$ cat src/rtl/spinand_bringup_pkg.sv
package spinand_bringup_pkg;

  localparam int BYTE_W = 8;
  localparam int KEY_W  = 16;
  localparam int LANE_W = 3;
  localparam int ECC_W  = 4;
  localparam int KNOWN_PARTS = 5;

  localparam logic [BYTE_W-1:0] OP_READ_ID   = 8'h9F;
  localparam logic [BYTE_W-1:0] OP_WR_ENABLE = 8'h06;
  localparam logic [BYTE_W-1:0] OP_GET_FEAT  = 8'h0F;
  localparam logic [BYTE_W-1:0] OP_SET_FEAT  = 8'h1F;
  localparam logic [BYTE_W-1:0] OP_RD_X1     = 8'h03;
  localparam logic [BYTE_W-1:0] OP_RD_X4     = 8'h6B;
  localparam logic [BYTE_W-1:0] OP_LOAD_X1   = 8'h02;
  localparam logic [BYTE_W-1:0] OP_LOAD_X4   = 8'h32;
  localparam logic [BYTE_W-1:0] FEAT_PROTECT = 8'hA0;
  localparam logic [BYTE_W-1:0] QE_ABSENT    = 8'hFF;

  localparam logic [LANE_W-1:0] LANES_X1 = 3'd1;
  localparam logic [LANE_W-1:0] LANES_X4 = 3'd4;

  typedef enum logic [1:0] {
    INIT_PENDING = 2'b00,
    INIT_OK      = 2'b01,
    INIT_NODEV   = 2'b10,
    INIT_UNSUP   = 2'b11
  } init_status_e;

  typedef enum logic [1:0] {
    CMD_ID,
    CMD_WREN,
    CMD_SETF,
    CMD_GETF
  } cmd_kind_e;

  typedef struct packed {
    logic              quad_rd;
    logic              quad_pg;
    logic [BYTE_W-1:0] qe_addr;
    logic [BYTE_W-1:0] qe_bit;
    logic [ECC_W-1:0]  ecc;
    logic [BYTE_W-1:0] spare_a;
    logic [BYTE_W-1:0] spare_b;
  } part_cfg_t;

  typedef struct packed {
    logic [KEY_W-1:0] key;
    part_cfg_t        cfg;
  } part_t;

  typedef struct packed {
    logic [BYTE_W-1:0] rd_op;
    logic [BYTE_W-1:0] pg_op;
    logic [LANE_W-1:0] rd_lanes;
    logic [LANE_W-1:0] pg_lanes;
  } lane_cfg_t;

  function automatic part_t part_entry(input int idx);
    part_t p;
    case (idx)
      0:       p = '{key: 16'hC8F1, cfg: '{1'b1, 1'b1, 8'hB0, 8'h00, 4'd1, 8'h04, 8'h08}};
      1:       p = '{key: 16'hEFAA, cfg: '{1'b1, 1'b1, 8'hB0, 8'hFF, 4'd1, 8'h04, 8'h14}};
      2:       p = '{key: 16'h98C2, cfg: '{1'b1, 1'b0, 8'hB0, 8'h03, 4'd8, 8'h08, 8'h0C}};
      3:       p = '{key: 16'h2C12, cfg: '{1'b0, 1'b0, 8'hB0, 8'hFF, 4'd1, 8'h04, 8'h08}};
      4:       p = '{key: 16'h2C14, cfg: '{1'b0, 1'b1, 8'hB0, 8'hFF, 4'd1, 8'h04, 8'h08}};
      default: p = '0;
    endcase
    return p;
  endfunction

  function automatic logic [2:0] cmd_length(input cmd_kind_e k);
    case (k)
      CMD_ID:   return 3'd5;
      CMD_WREN: return 3'd1;
      default:  return 3'd3;
    endcase
  endfunction

  function automatic logic [BYTE_W-1:0] cmd_byte(input cmd_kind_e k, input logic [2:0] idx,
                                                 input logic [BYTE_W-1:0] faddr,
                                                 input logic [BYTE_W-1:0] fdata);
    logic [BYTE_W-1:0] b;
    b = '0;
    case (k)
      CMD_ID:   if (idx == 3'd0) b = OP_READ_ID;
      CMD_WREN: b = OP_WR_ENABLE;
      CMD_SETF: b = (idx == 3'd0) ? OP_SET_FEAT : (idx == 3'd1) ? faddr : fdata;
      CMD_GETF: b = (idx == 3'd0) ? OP_GET_FEAT : (idx == 3'd1) ? faddr : '0;
      default:  b = '0;
    endcase
    return b;
  endfunction

  function automatic logic [BYTE_W-1:0] qe_mask(input logic [BYTE_W-1:0] bitpos);
    return 8'h01 << bitpos[2:0];
  endfunction

  function automatic logic absent_device(input logic [BYTE_W-1:0] first_id);
    return (first_id == 8'hFF) || (first_id == 8'h00);
  endfunction

  function automatic lane_cfg_t pick_lanes(input logic quad_rd_on, input logic quad_pg_flag);
    lane_cfg_t c;
    c.rd_op    = quad_rd_on ? OP_RD_X4 : OP_RD_X1;
    c.rd_lanes = quad_rd_on ? LANES_X4 : LANES_X1;
    c.pg_op    = (quad_rd_on && quad_pg_flag) ? OP_LOAD_X4 : OP_LOAD_X1;
    c.pg_lanes = (quad_rd_on && quad_pg_flag) ? LANES_X4 : LANES_X1;
    return c;
  endfunction

endpackage

$ cat src/rtl/spinand_bringup_shifter.sv
module spinand_bringup_shifter #(
  parameter int BYTE_W = 8
) (
  input  logic              clk,
  input  logic              rst_n,
  input  logic              start,
  input  logic [BYTE_W-1:0] tx_byte,
  input  logic              last,
  input  logic              miso,
  output logic              sclk,
  output logic              cs_n,
  output logic              mosi,
  output logic              busy,
  output logic              byte_done,
  output logic [BYTE_W-1:0] rx_byte
);
  localparam int CNT_W = $clog2(BYTE_W);
  localparam logic [CNT_W-1:0] BIT_LAST = CNT_W'(BYTE_W - 1);

  logic              active_q, phase_q, last_q, sclk_q, cs_n_q, done_q;
  logic [CNT_W-1:0]  bit_q;
  logic [BYTE_W-1:0] tx_q, rx_q;

  always_ff @(posedge clk) begin
    if (!rst_n) begin
      active_q <= 1'b0;
      phase_q  <= 1'b0;
      last_q   <= 1'b0;
      sclk_q   <= 1'b0;
      cs_n_q   <= 1'b1;
      done_q   <= 1'b0;
      bit_q    <= '0;
      tx_q     <= '0;
      rx_q     <= '0;
    end else begin
      done_q <= 1'b0;
      if (!active_q) begin
        if (start) begin
          active_q <= 1'b1;
          cs_n_q   <= 1'b0;
          tx_q     <= tx_byte;
          last_q   <= last;
          phase_q  <= 1'b0;
          bit_q    <= '0;
          sclk_q   <= 1'b0;
        end
      end else if (!phase_q) begin
        sclk_q  <= 1'b1;
        rx_q    <= {rx_q[BYTE_W-2:0], miso};
        phase_q <= 1'b1;
      end else begin
        sclk_q  <= 1'b0;
        phase_q <= 1'b0;
        if (bit_q == BIT_LAST) begin
          active_q <= 1'b0;
          done_q   <= 1'b1;
          if (last_q) cs_n_q <= 1'b1;
        end else begin
          bit_q <= bit_q + 1'b1;
          tx_q  <= {tx_q[BYTE_W-2:0], 1'b0};
        end
      end
    end
  end

  assign sclk      = sclk_q;
  assign cs_n      = cs_n_q;
  assign mosi      = tx_q[BYTE_W-1];
  assign busy      = active_q;
  assign byte_done = done_q;
  assign rx_byte   = rx_q;
endmodule

$ cat src/rtl/spinand_bringup_lookup.sv
module spinand_bringup_lookup
  import spinand_bringup_pkg::*;
#(
  parameter int NUM_PARTS = KNOWN_PARTS
) (
  input  logic [KEY_W-1:0] key,
  output logic             hit,
  output part_cfg_t        cfg
);
  part_t                tbl   [NUM_PARTS];
  logic [NUM_PARTS-1:0] match;

  for (genvar g = 0; g < NUM_PARTS; g++) begin : g_entry
    assign tbl[g]   = part_entry(g);
    assign match[g] = (tbl[g].key == key);
  end

  always_comb begin
    hit = 1'b0;
    cfg = '0;
    for (int i = NUM_PARTS - 1; i >= 0; i--) begin
      if (match[i]) begin
        hit = 1'b1;
        cfg = tbl[i].cfg;
      end
    end
  end
endmodule

$ cat src/rtl/spinand_bringup_seq.sv
module spinand_bringup_seq
  import spinand_bringup_pkg::*;
(
  input  logic                clk,
  input  logic                rst_n,
  input  logic                byte_done,
  input  logic [BYTE_W-1:0]   rx_byte,
  input  logic                hit,
  input  part_cfg_t           cfg,
  output logic                start,
  output logic [BYTE_W-1:0]   tx_byte,
  output logic                last,
  output logic [KEY_W-1:0]    key,
  output logic                finish,
  output logic                init_done,
  output logic                init_ready,
  output logic [1:0]          init_status,
  output logic [3*BYTE_W-1:0] dev_id,
  output logic [BYTE_W-1:0]   rd_opcode,
  output logic [BYTE_W-1:0]   pl_opcode,
  output logic [LANE_W-1:0]   rd_lanes,
  output logic [LANE_W-1:0]   pl_lanes,
  output logic [ECC_W-1:0]    ecc_strength,
  output logic [BYTE_W-1:0]   spare_ofs_a,
  output logic [BYTE_W-1:0]   spare_ofs_b
);
  typedef enum logic [3:0] {
    S_BOOT, S_RDID, S_EVAL, S_WREN_A, S_UNLOCK, S_QE_PLAN,
    S_QE_GET, S_QE_EVAL, S_WREN_B, S_QE_SET, S_DONE, S_HALT
  } seq_state_e;

  seq_state_e        state_q;
  cmd_kind_e         kind;
  logic              in_cmd, wait_q, qe_ok_q;
  logic [2:0]        bcnt_q;
  logic [BYTE_W-1:0] id0_q, id1_q, id2_q, faddr_q, fdata_q;
  init_status_e      fin_q;
  part_cfg_t         part_q;
  lane_cfg_t         lanes;

  always_comb begin
    in_cmd = 1'b1;
    kind   = CMD_WREN;
    case (state_q)
      S_RDID:             kind = CMD_ID;
      S_WREN_A, S_WREN_B: kind = CMD_WREN;
      S_UNLOCK, S_QE_SET: kind = CMD_SETF;
      S_QE_GET:           kind = CMD_GETF;
      default:            in_cmd = 1'b0;
    endcase
  end

  assign start   = in_cmd && !wait_q;
  assign tx_byte = cmd_byte(kind, bcnt_q, faddr_q, fdata_q);
  assign last    = (bcnt_q == cmd_length(kind) - 3'd1);
  assign key     = {id0_q, id1_q};
  assign finish  = (state_q == S_DONE);
  assign lanes   = pick_lanes(qe_ok_q && part_q.quad_rd, part_q.quad_pg);

  always_ff @(posedge clk) begin
    if (!rst_n) begin
      state_q <= S_BOOT;
      wait_q  <= 1'b0;
      bcnt_q  <= '0;
      qe_ok_q <= 1'b0;
      id0_q   <= '0;
      id1_q   <= '0;
      id2_q   <= '0;
      faddr_q <= '0;
      fdata_q <= '0;
      fin_q   <= INIT_PENDING;
      part_q  <= '0;
    end else begin
      if (start) wait_q <= 1'b1;
      if (in_cmd && byte_done) begin
        wait_q <= 1'b0;
        bcnt_q <= last ? 3'd0 : bcnt_q + 3'd1;
      end
      case (state_q)
        S_BOOT: state_q <= S_RDID;
        S_RDID: if (byte_done) begin
          case (bcnt_q)
            3'd2:    id0_q <= rx_byte;
            3'd3:    id1_q <= rx_byte;
            3'd4:    id2_q <= rx_byte;
            default: ;
          endcase
          if (last) state_q <= S_EVAL;
        end
        S_EVAL: begin
          if (absent_device(id0_q)) begin
            fin_q   <= INIT_NODEV;
            state_q <= S_DONE;
          end else if (!hit) begin
            fin_q   <= INIT_UNSUP;
            state_q <= S_DONE;
          end else begin
            part_q  <= cfg;
            faddr_q <= FEAT_PROTECT;
            fdata_q <= '0;
            state_q <= S_WREN_A;
          end
        end
        S_WREN_A: if (byte_done) state_q <= S_UNLOCK;
        S_UNLOCK: if (byte_done && last) state_q <= S_QE_PLAN;
        S_QE_PLAN: begin
          if (!part_q.quad_rd || part_q.qe_bit == QE_ABSENT) begin
            qe_ok_q <= part_q.quad_rd;
            fin_q   <= INIT_OK;
            state_q <= S_DONE;
          end else begin
            faddr_q <= part_q.qe_addr;
            state_q <= S_QE_GET;
          end
        end
        S_QE_GET: if (byte_done) begin
          if (bcnt_q == 3'd2) fdata_q <= rx_byte;
          if (last) state_q <= S_QE_EVAL;
        end
        S_QE_EVAL: begin
          if ((fdata_q & qe_mask(part_q.qe_bit)) != '0) begin
            qe_ok_q <= 1'b1;
            fin_q   <= INIT_OK;
            state_q <= S_DONE;
          end else begin
            fdata_q <= fdata_q | qe_mask(part_q.qe_bit);
            state_q <= S_WREN_B;
          end
        end
        S_WREN_B: if (byte_done) state_q <= S_QE_SET;
        S_QE_SET: if (byte_done && last) begin
          qe_ok_q <= 1'b1;
          fin_q   <= INIT_OK;
          state_q <= S_DONE;
        end
        S_DONE:  state_q <= S_HALT;
        default: ;
      endcase
    end
  end

  always_ff @(posedge clk) begin
    if (!rst_n) begin
      init_done    <= 1'b0;
      init_ready   <= 1'b0;
      init_status  <= INIT_PENDING;
      dev_id       <= '0;
      rd_opcode    <= '0;
      pl_opcode    <= '0;
      rd_lanes     <= '0;
      pl_lanes     <= '0;
      ecc_strength <= '0;
      spare_ofs_a  <= '0;
      spare_ofs_b  <= '0;
    end else if (finish) begin
      init_done   <= 1'b1;
      init_status <= fin_q;
      dev_id      <= {id0_q, id1_q, id2_q};
      if (fin_q == INIT_OK) begin
        init_ready   <= 1'b1;
        rd_opcode    <= lanes.rd_op;
        pl_opcode    <= lanes.pg_op;
        rd_lanes     <= lanes.rd_lanes;
        pl_lanes     <= lanes.pg_lanes;
        ecc_strength <= part_q.ecc;
        spare_ofs_a  <= part_q.spare_a;
        spare_ofs_b  <= part_q.spare_b;
      end
    end
  end
endmodule

$ cat src/rtl/spinand_bringup.sv
module spinand_bringup
  import spinand_bringup_pkg::*;
#(
  parameter int NUM_PARTS = KNOWN_PARTS
) (
  input  logic        clk,
  input  logic        rst_n,
  output logic        spi_sclk,
  output logic        spi_cs_n,
  output logic        spi_mosi,
  input  logic        spi_miso,
  output logic        init_done,
  output logic        init_ready,
  output logic [1:0]  init_status,
  output logic [23:0] dev_id,
  output logic [7:0]  rd_opcode,
  output logic [7:0]  pl_opcode,
  output logic [2:0]  rd_lanes,
  output logic [2:0]  pl_lanes,
  output logic [3:0]  ecc_strength,
  output logic [7:0]  spare_ofs_a,
  output logic [7:0]  spare_ofs_b
);
  logic              seq_start, seq_last, sh_busy, sh_done, lk_hit, seq_finish;
  logic [BYTE_W-1:0] seq_tx, sh_rx;
  logic [KEY_W-1:0]  lk_key;
  part_cfg_t         lk_cfg;

  spinand_bringup_shifter #(.BYTE_W(BYTE_W)) u_shift (
    .clk(clk), .rst_n(rst_n), .start(seq_start), .tx_byte(seq_tx), .last(seq_last),
    .miso(spi_miso), .sclk(spi_sclk), .cs_n(spi_cs_n), .mosi(spi_mosi),
    .busy(sh_busy), .byte_done(sh_done), .rx_byte(sh_rx)
  );

  spinand_bringup_lookup #(.NUM_PARTS(NUM_PARTS)) u_lookup (
    .key(lk_key), .hit(lk_hit), .cfg(lk_cfg)
  );

  spinand_bringup_seq u_seq (
    .clk(clk), .rst_n(rst_n), .byte_done(sh_done), .rx_byte(sh_rx),
    .hit(lk_hit), .cfg(lk_cfg), .start(seq_start), .tx_byte(seq_tx), .last(seq_last),
    .key(lk_key), .finish(seq_finish), .init_done(init_done), .init_ready(init_ready),
    .init_status(init_status), .dev_id(dev_id), .rd_opcode(rd_opcode),
    .pl_opcode(pl_opcode), .rd_lanes(rd_lanes), .pl_lanes(pl_lanes),
    .ecc_strength(ecc_strength), .spare_ofs_a(spare_ofs_a), .spare_ofs_b(spare_ofs_b)
  );
endmodule

$ cat config.mk
export PLATFORM = sky130hd
export DESIGN_NAME = spinand_bringup
export DESIGN_NICKNAME = d
export VERILOG_FILES = /design/src/rtl/spinand_bringup_pkg.sv /design/src/rtl/spinand_bringup_shifter.sv /design/src/rtl/spinand_bringup_lookup.sv /design/src/rtl/spinand_bringup_seq.sv /design/src/rtl/spinand_bringup.sv
export SDC_FILE = /design/constraint.sdc
export NUM_CORES = 1
export LEC_CHECK = 0
export ABC_AREA = 0
export ABC_CLOCK_PERIOD_IN_PS = 2860
export BUFFER_PORTS_ARGS = -buffer_cell sky130_fd_sc_hd__buf_2
export CAP_MARGIN = 20
export CORE_MARGIN = 5
export CORE_UTILIZATION = 30
export CTS_CLUSTER_DIAMETER = 200
export DETAILED_ROUTE_END_ITERATION = 8
export GPL_ROUTABILITY_DRIVEN = 1
export HOLD_SLACK_MARGIN = 0.1
export SLEW_MARGIN = 15
export SYNTH_ARGS = -nofsm -noshare
export SYNTH_HDL_FRONTEND = slang
export SYNTH_HIERARCHICAL = 1
export SYNTH_SLANG_ARGS = --single-unit
$ cat constraint.sdc
create_clock -name clk -period 2.86 [get_ports clk]
set_input_delay 0.286 -clock clk [delete_from_list [all_inputs] [get_ports clk]]
set_output_delay 0.286 -clock clk [all_outputs]
set_load 0.005 [all_outputs]
==> results of run 1 <==
-- area by class of cell --
class                   instances  area share
clock buffers                  18      0.0491
repair buffers                 96      0.0634
inverters                      11     0.00462
flip-flops and latches        165       0.369
well taps                     335      0.0469
multi-input cells             614       0.448
clock inverters                13      0.0190
-- what timing repair did --
action	in CTS	in global routing
endpoints found under the setup margin	0	54
endpoints found under the hold margin	1	0
hold buffers	1	0
setup buffers	0	0
gates resized for setup	0	7
-- critical path: stages (launching register included) --
cell     delay [ns]
dfxtp_1        0.31
or4_4          0.55
nor4_4         0.36
or3_4          0.19
inv_1          0.05
or4b_4         0.55
buf_4          0.17
buf_4          0.17
mux2i_1        0.15
nor2b_1        0.06
-- where the power goes --
part           leakage [nW]  switching, mW  internal, mW  total (mW)
Sequential             1.33         0.0206          2.32        2.34
Clock                 0.296          0.956          1.41        2.36
Combinational          2.15         0.0805        0.0624       0.143
Total                  3.78           1.06          3.79        4.84
-- metrics by stage --
stage / total power [mW] / util / instance area [sq um] / worst slack (ns) / instances
after floorplan: 2.52 / - / 7930 / 0.285 / 889
after global placement: 2.53 / 0.320 / 8290 / 0.108 / 1220
after detailed placement: 2.53 / 0.320 / 8290 / 0.0557 / 1220
after CTS: 4.92 / 0.344 / 8910 / 0.0109 / 1252
after global routing: 5.03 / 0.345 / 8950 / 0.0505 / 1252
final: 4.84 / 0.345 / 8950 / 0.188 / 1252
-- Yosys cell counts (3+ instances only) --
| library cell | instances |
|---|---|
| dfxtp_1 | 165 |
| nand2_1 | 138 |
| nor2b_1 | 72 |
| mux2i_1 | 71 |
| buf_4 | 51 |
| a21boi_0 | 50 |
| nor2_1 | 27 |
| a21oi_1 | 25 |
| clkbuf_1 | 25 |
| a21boi_1 | 19 |
| nand3_1 | 18 |
| buf_2 | 17 |
| o21ai_0 | 14 |
| a22oi_1 | 12 |
| inv_1 | 10 |
| o31ai_1 | 9 |
| nand2b_1 | 8 |
| ha_1 | 7 |
| nand4_1 | 7 |
| o2bb2ai_1 | 7 |
| or3_1 | 6 |
| and2_1 | 5 |
| and3_1 | 4 |
| nand3b_1 | 4 |
| nor3_1 | 4 |
| nor3_2 | 4 |
| nor3b_1 | 4 |
| o22ai_1 | 4 |
| buf_1 | 3 |
| buf_6 | 3 |
| o211a_1 | 3 |
| o21a_1 | 3 |
| o311ai_0 | 3 |
-- per-layer routing --
metal	track usage	vias up	routed length, um
met1	0.158	2687	8290
met5	0	-	0
met3	0.0283	21	787
li1	-	2997	-
met2	0.189	111	7970
met4	0.0386	0	289
-- kinds of logic after synthesis --
family,Yosys count
simple gates,330
compound gates,174
flops,165
buf+inv,110
mux,73
fa+ha+maj,7
other cells,2
xor+xnor,2
-- registers in the layout, summed over array words and instances, names as in the netlist, 8 cells and up --
| name | flops |
|---|---|
| u_seq/fdata_q | 8 |
| u_seq/part_q | 38 |
| u_seq/spare_ofs_a | 8 |
| u_seq/faddr_q | 8 |
| u_shift/tx_q | 8 |
| u_seq/id2_q | 8 |
| u_seq/id0_q | 8 |
| u_seq/spare_ofs_b | 8 |
| u_seq/dev_id | 24 |
| u_shift/rx_byte | 8 |
| u_seq/id1_q | 8 |
-- path summary, 6_finish.rpt --
kind | from | to | slack [ns] | cells after the start
worst max-delay path | u_seq/id0_q[0] | u_seq/part_q[29] | 0.19 | 9
worst min-delay path | rst_n | u_shift/cs_n | 0.32 | 2
worst max register to register | u_seq/id0_q[0] | u_seq/part_q[29] | 0.19 | 9
worst min register to register | u_seq/part_q[36] | u_seq/pl_lanes[0] | 0.45 | 1
==> metrics.txt, run 1 <==
hold slack approximately 0.32 ns; clock buffer depth 2; H-tree depth 4; most common cell after layout, fill and taps aside dfxtp_1; PwrDens approximately 540 nW/um^2; # Max-Cap Violations 0; Peak VDD IR roughly 0.38 mV; Worst Max-Slew Pin Slew 0.823 ns; WP data arrival around 3.0 ns; Max-slew headroom 0.449; Syn Inst Count between 800 and 900; first-pass GRT wire length between 20000 and 30000 um; #FFs+latches synth around 170; gr usage total 0.118; multi-input logic area 4010 sq um; CTS Buf Count 17; sequential fraction of the synthesis area 0.422; Placeable Area around 26000 sq um; IO buf count 65; area grow syn2layout 14.3%; fraction of final layout cells sized beyond drive strength 1 0.174; TNS Setup 0 ns; XOR/XNOR Fraction of Synth Area 0.00224; Die Y 172 um; Synth warnings 6; outcome finished, final reports clean; synth unique cells 83; ranking of synthesized cells by area dfxtp_1 (42%), mux2i_1 (9.1%), nand2_1 (6.6%), nor2b_1 (5.8%), buf_4 (4.9%); Worst-Skew Late Latency ~0.42 ns; initial antenna violation count 0; CTS Root Cell clkbuf_16; Ant. Diodes 0; Finish-stage setup viols 0; I/O Pins between 70 and 80; Layout Nets approximately 920; Tcrit/Tclk final 0.934; Post-DRT Antenna Nets 0; CTS tree yes; Register Area 3300 sq um; CP Launch Type register; CP required about 3.2 ns; Fillers about 2600; most frequent cells in the layout dfxtp_1 (165), nand2_1 (138), nor2b_1 (72); Clock transition at path regs approximately 0.070 ns; number of global-route vias before repair around 5500; HP Class in2reg; Synth Area in Compound Gates 0.160; combinational family with the most area after synthesis simple AND/OR/NAND/NOR gates; Top FF cell, synth dfxtp_1; Avg WL per Cell around 14 um; CP Class reg2reg; dpl hpwl around 12000 um; drc violations 0; Post-Synth Simple-Gate Area 0.224; gp weighted congestion just over 0.8; adder-cell share of the synthesized area 0.0112; die area 29400 sq um; largest net degree at the start of global routing 63; synthesized cell area a little under 8000 sq um; Starting DRT DRC Count 440; async set-reset flop share out of synthesis 0; Lkg Pwr approximately 3.8 nW; unrepaired setup endpoints after global routing no; area leader, netlist dfxtp_1; fin. max-slew vios 0; Clock Sinks approximately 170; average size of a mapped cell around 9 sq um; clock skew 0.0104 ns; Tmin final about 2.7 ns; fmax 374 MHz; DR vias 5816; area share of the largest cell type after synthesis 0.422; CP max FO 6; first-pass detailed-route iteration total 5; final hold viol count 0; num rows 59; vias per std cell 4.65; critical path endpoint category register; Die X 172 um; mux cell area share after synthesis 0.0965; number of synthesized flops with an enable pin 0; Starting Density 0.302; total grt overflow 0; DRT Wirelength between 15000 and 20000 um
Note: power is estimated with default switching activity, not from simulation.
==> inputs of run 2 (changes only) <==
Settings changed: ABC_AREA 0 to 1.
==> run 2 against run 1 <==
Against the previous run:
- fmax up 17%
- critical path depth increased by 1
- global-route usage grew 0.75 points
- synthesized area down 1.2%
- final cell count grew 14%
- first-iteration DRC count shrank 4.5%
- sequential share of layout area is 1.3 points higher
- highest routed layer unchanged
==> metrics.txt, run 2 <==
outcome finished, final reports clean; reg-to-reg critical path endpoint u_seq/part_q[36]; Starting Density 0.306 (+0.00419); crit path from u_seq/id0_q[5]; setup bufs post-CTS 0 (unchanged); average size of a mapped cell 7.25 sq um (-20%); global route hottest layer met2; CP required 3.17 ns (about the same); Peak VDD IR 0.420 mV (+11%); Placeable Area 25300 sq um (-2.5%); area leader, netlist dfxtp_1; Clock Sinks 165 (unchanged); Most flops, register u_seq/part_q; number of synthesized flops with an enable pin 0 (unchanged); fmax 439 MHz (+17%); Crit-path slowest cell dfxtp_1; TNS Setup 0 ns (unchanged); most frequent cell after synthesis nand2_1; gp weighted congestion 0.896 (+7.8%); PnR Total Power 6.33 mW (+31%); Setup crit end u_seq/part_q[36]; clock buffer depth 2 (unchanged); Die Y 171 um (-0.56%); most common cell after layout, fill and taps aside nand2_1; Avg WL per Cell 12.6 um (-8.8%); CP Launch Type register; Layout Nets 1100 (+20%); HP Class in2reg; CTS Root Cell clkbuf_16; ranking of synthesized cells by area dfxtp_1 (43%), o21ai_0 (8.5%), nand2_1 (8.1%), a21oi_1 (7.4%), nor2_1 (6.8%); initial antenna violation count 0 (unchanged); CP Class reg2reg; CP peak stage delay 0.44 ns (-0.11 ns); reg2reg path depth 10 (+1); #FFs+latches synth 165 (unchanged); area share of the largest cell type after synthesis 0.427 (+0.00505); DR vias 6537 (+12%); most frequent cells in the layout nand2_1 (166), dfxtp_1 (165), nor2_1 (141); synth unique cells 37 (-55%); DRT Wirelength 18100 um (+4.3%); crit-path cells inv_1, nor2_2, nand2_1, nor2_2, nand3_2, nand4_1, nand4_4, buf_12, o21ai_0, a21oi_1; IO buf count 65 (unchanged); fin. max-slew vios 0 (unchanged); final core utilization 0.342 (-0.00341); Fillers 2704 (+3.6%); cell repeated most along the worst path nor2_2; Worst Path Buf+Inv 2 (-1); PwrDens 734 nW/um^2 (+35%); Top FF cell, synth dfxtp_1; met1 usage 0.170 (+0.0121); sequential fraction of the synthesis area 0.427 (+0.00505); met3 Use GR 0.0310 (+0.00269); Starting DRT DRC Count 420 (-4.5%); num rows 58 (-1.7%); dpl ws 0.569 ns (+0.513 ns); r2r startpoint u_seq/id0_q[5]; Worst Max-Slew Pin Slew 0.570 ns (-0.252 ns); number of global-route vias before repair 5990 (+8.6%); hold buffers post-CTS 0 (-1); first-pass detailed-route iteration total 4 (-1); clock skew 0.0101 ns (-0.000327 ns); Finish-stage setup viols 0 (unchanged); Synth top cells by count nand2_1 (166), dfxtp_1 (165), nor2_1 (141); M2 GR Usage 0.198 (+0.00992); first-pass GRT wire length 29900 um (+4.7%); CTS Buf Count 17 (unchanged); # Max-Cap Violations 0 (unchanged); worst setup margin 0.584 ns (+0.396 ns); Largest regs u_seq/part_q x38, u_seq/dev_id x24; synthesized cell area 7740 sq um (-1.2%); Worst-Skew Late Latency 0.43 ns (about the same); fraction of final layout cells sized beyond drive strength 1 0.153 (-0.0213); CP max FO 39 (+33); I/O Pins 76 (unchanged); H-tree depth 4 (unchanged); Die X 171 um (-0.56%); CTS tree yes; Clock transition at path regs 0.07 ns (about the same); Largest register FFs 38 (unchanged); CP Depth 10 (+1); critical path endpoint category register; Synth warnings 6 (unchanged); r2r setup slk 0.58 ns (+0.40 ns); Lkg Pwr 3.79 nW (+0.22%); gr usage total 0.126 (+0.00753); largest net degree at the start of global routing 93 (+48%); drc violations 0 (unchanged); WP data arrival 2.59 ns (-0.40 ns); total grt overflow 0 (unchanged); Crit path max-delay family simple AND/OR/NAND/NOR gates; Ant. Diodes 0 (unchanged); Max-slew headroom 0.619 (+0.170); area grow syn2layout 11.6%; async set-reset flop share out of synthesis 0 (unchanged); Syn Inst Count 1067 (+24%); Tmin final 2.28 ns (-0.396 ns); dpl hpwl 12500 um (+2.2%); Resize count post-CTS 0 (unchanged); final hold viol count 0 (unchanged); die area 29100 sq um (-1.1%); Tcrit/Tclk final 0.796 (-0.138); unrepaired setup endpoints after global routing no; vias per std cell 4.56 (-1.8%); Post-DRT Antenna Nets 0 (unchanged)
## run 2: tightest hold or removal path, cell delays in order
cell,delay [ns]
buf_2,0.08
o21ai_0,0.11
nor2_1,0.10
## run 2: per-stage QoR
step / hold slack, ns / std cells / cell area (sq um)
floorplan: 0.420 / 1093 / 7840
global placement: 0.432 / 1401 / 8050
detailed placement: 0.438 / 1401 / 8050
CTS: 0.134 / 1433 / 8630
global route: 0.149 / 1433 / 8630
finish: 0.178 / 1433 / 8630
## run 2: cell families after synthesis
kind of cell / share of synthesized area
AOI/OAI and AO/OA: 0.180
adders and majority gates: 0.0113
buffers and inverters: 0.133
DFF: 0.427
other: 0.000971
and+or+nand+nor: 0.247
## run 2: cell type report
class | instances | area, sq um | share of cell area
Multi-Input combinational cell | 723 | 3500 | 0.406
Sequential cell | 165 | 3300 | 0.383
Inverter | 111 | 417 | 0.0483
Tap cell | 330 | 413 | 0.0478
Clock buffer | 17 | 425 | 0.0493
Timing Repair Buffer | 72 | 418 | 0.0484
Clock inverter | 15 | 156 | 0.0181
## run 2: worst min-delay path by stage
stage	to	startpoint	slack (ns)	cells past startpoint
global placement	u_seq/part_q[23]	u_seq/part_q[23]	0.43	2
global route	u_shift/rx_byte[0]	spi_miso	0.15	3
detailed placement	u_seq/part_q[30]	u_seq/part_q[30]	0.44	2
finish	u_shift/rx_byte[0]	spi_miso	0.18	3
CTS	u_shift/rx_byte[0]	spi_miso	0.13	3
floorplan	u_seq/part_q[33]	u_seq/part_q[33]	0.42	2
## run 2: report_power, final
| part | internal (mW) | leakage [nW] | switching, mW |
|---|---|---|---|
| Combinational | 0.457 | 2.16 | 0.967 |
| Sequential | 2.48 | 1.33 | 0.146 |
| Clock | 1.24 | 0.289 | 1.04 |
| Total | 4.18 | 3.79 | 2.16 |
## run 2: per-layer routing
| metal | wire, um | part of all wire | up-vias |
|---|---|---|---|
| met1 | 8690 | 0.48 | 2953 |
| met2 | 8360 | 0.46 | 138 |
| met4 | 260 | 0.014 | 0 |
| met5 | 0 | 0 | - |
| li1 | - | - | 3422 |
| met3 | 786 | 0.043 | 24 |
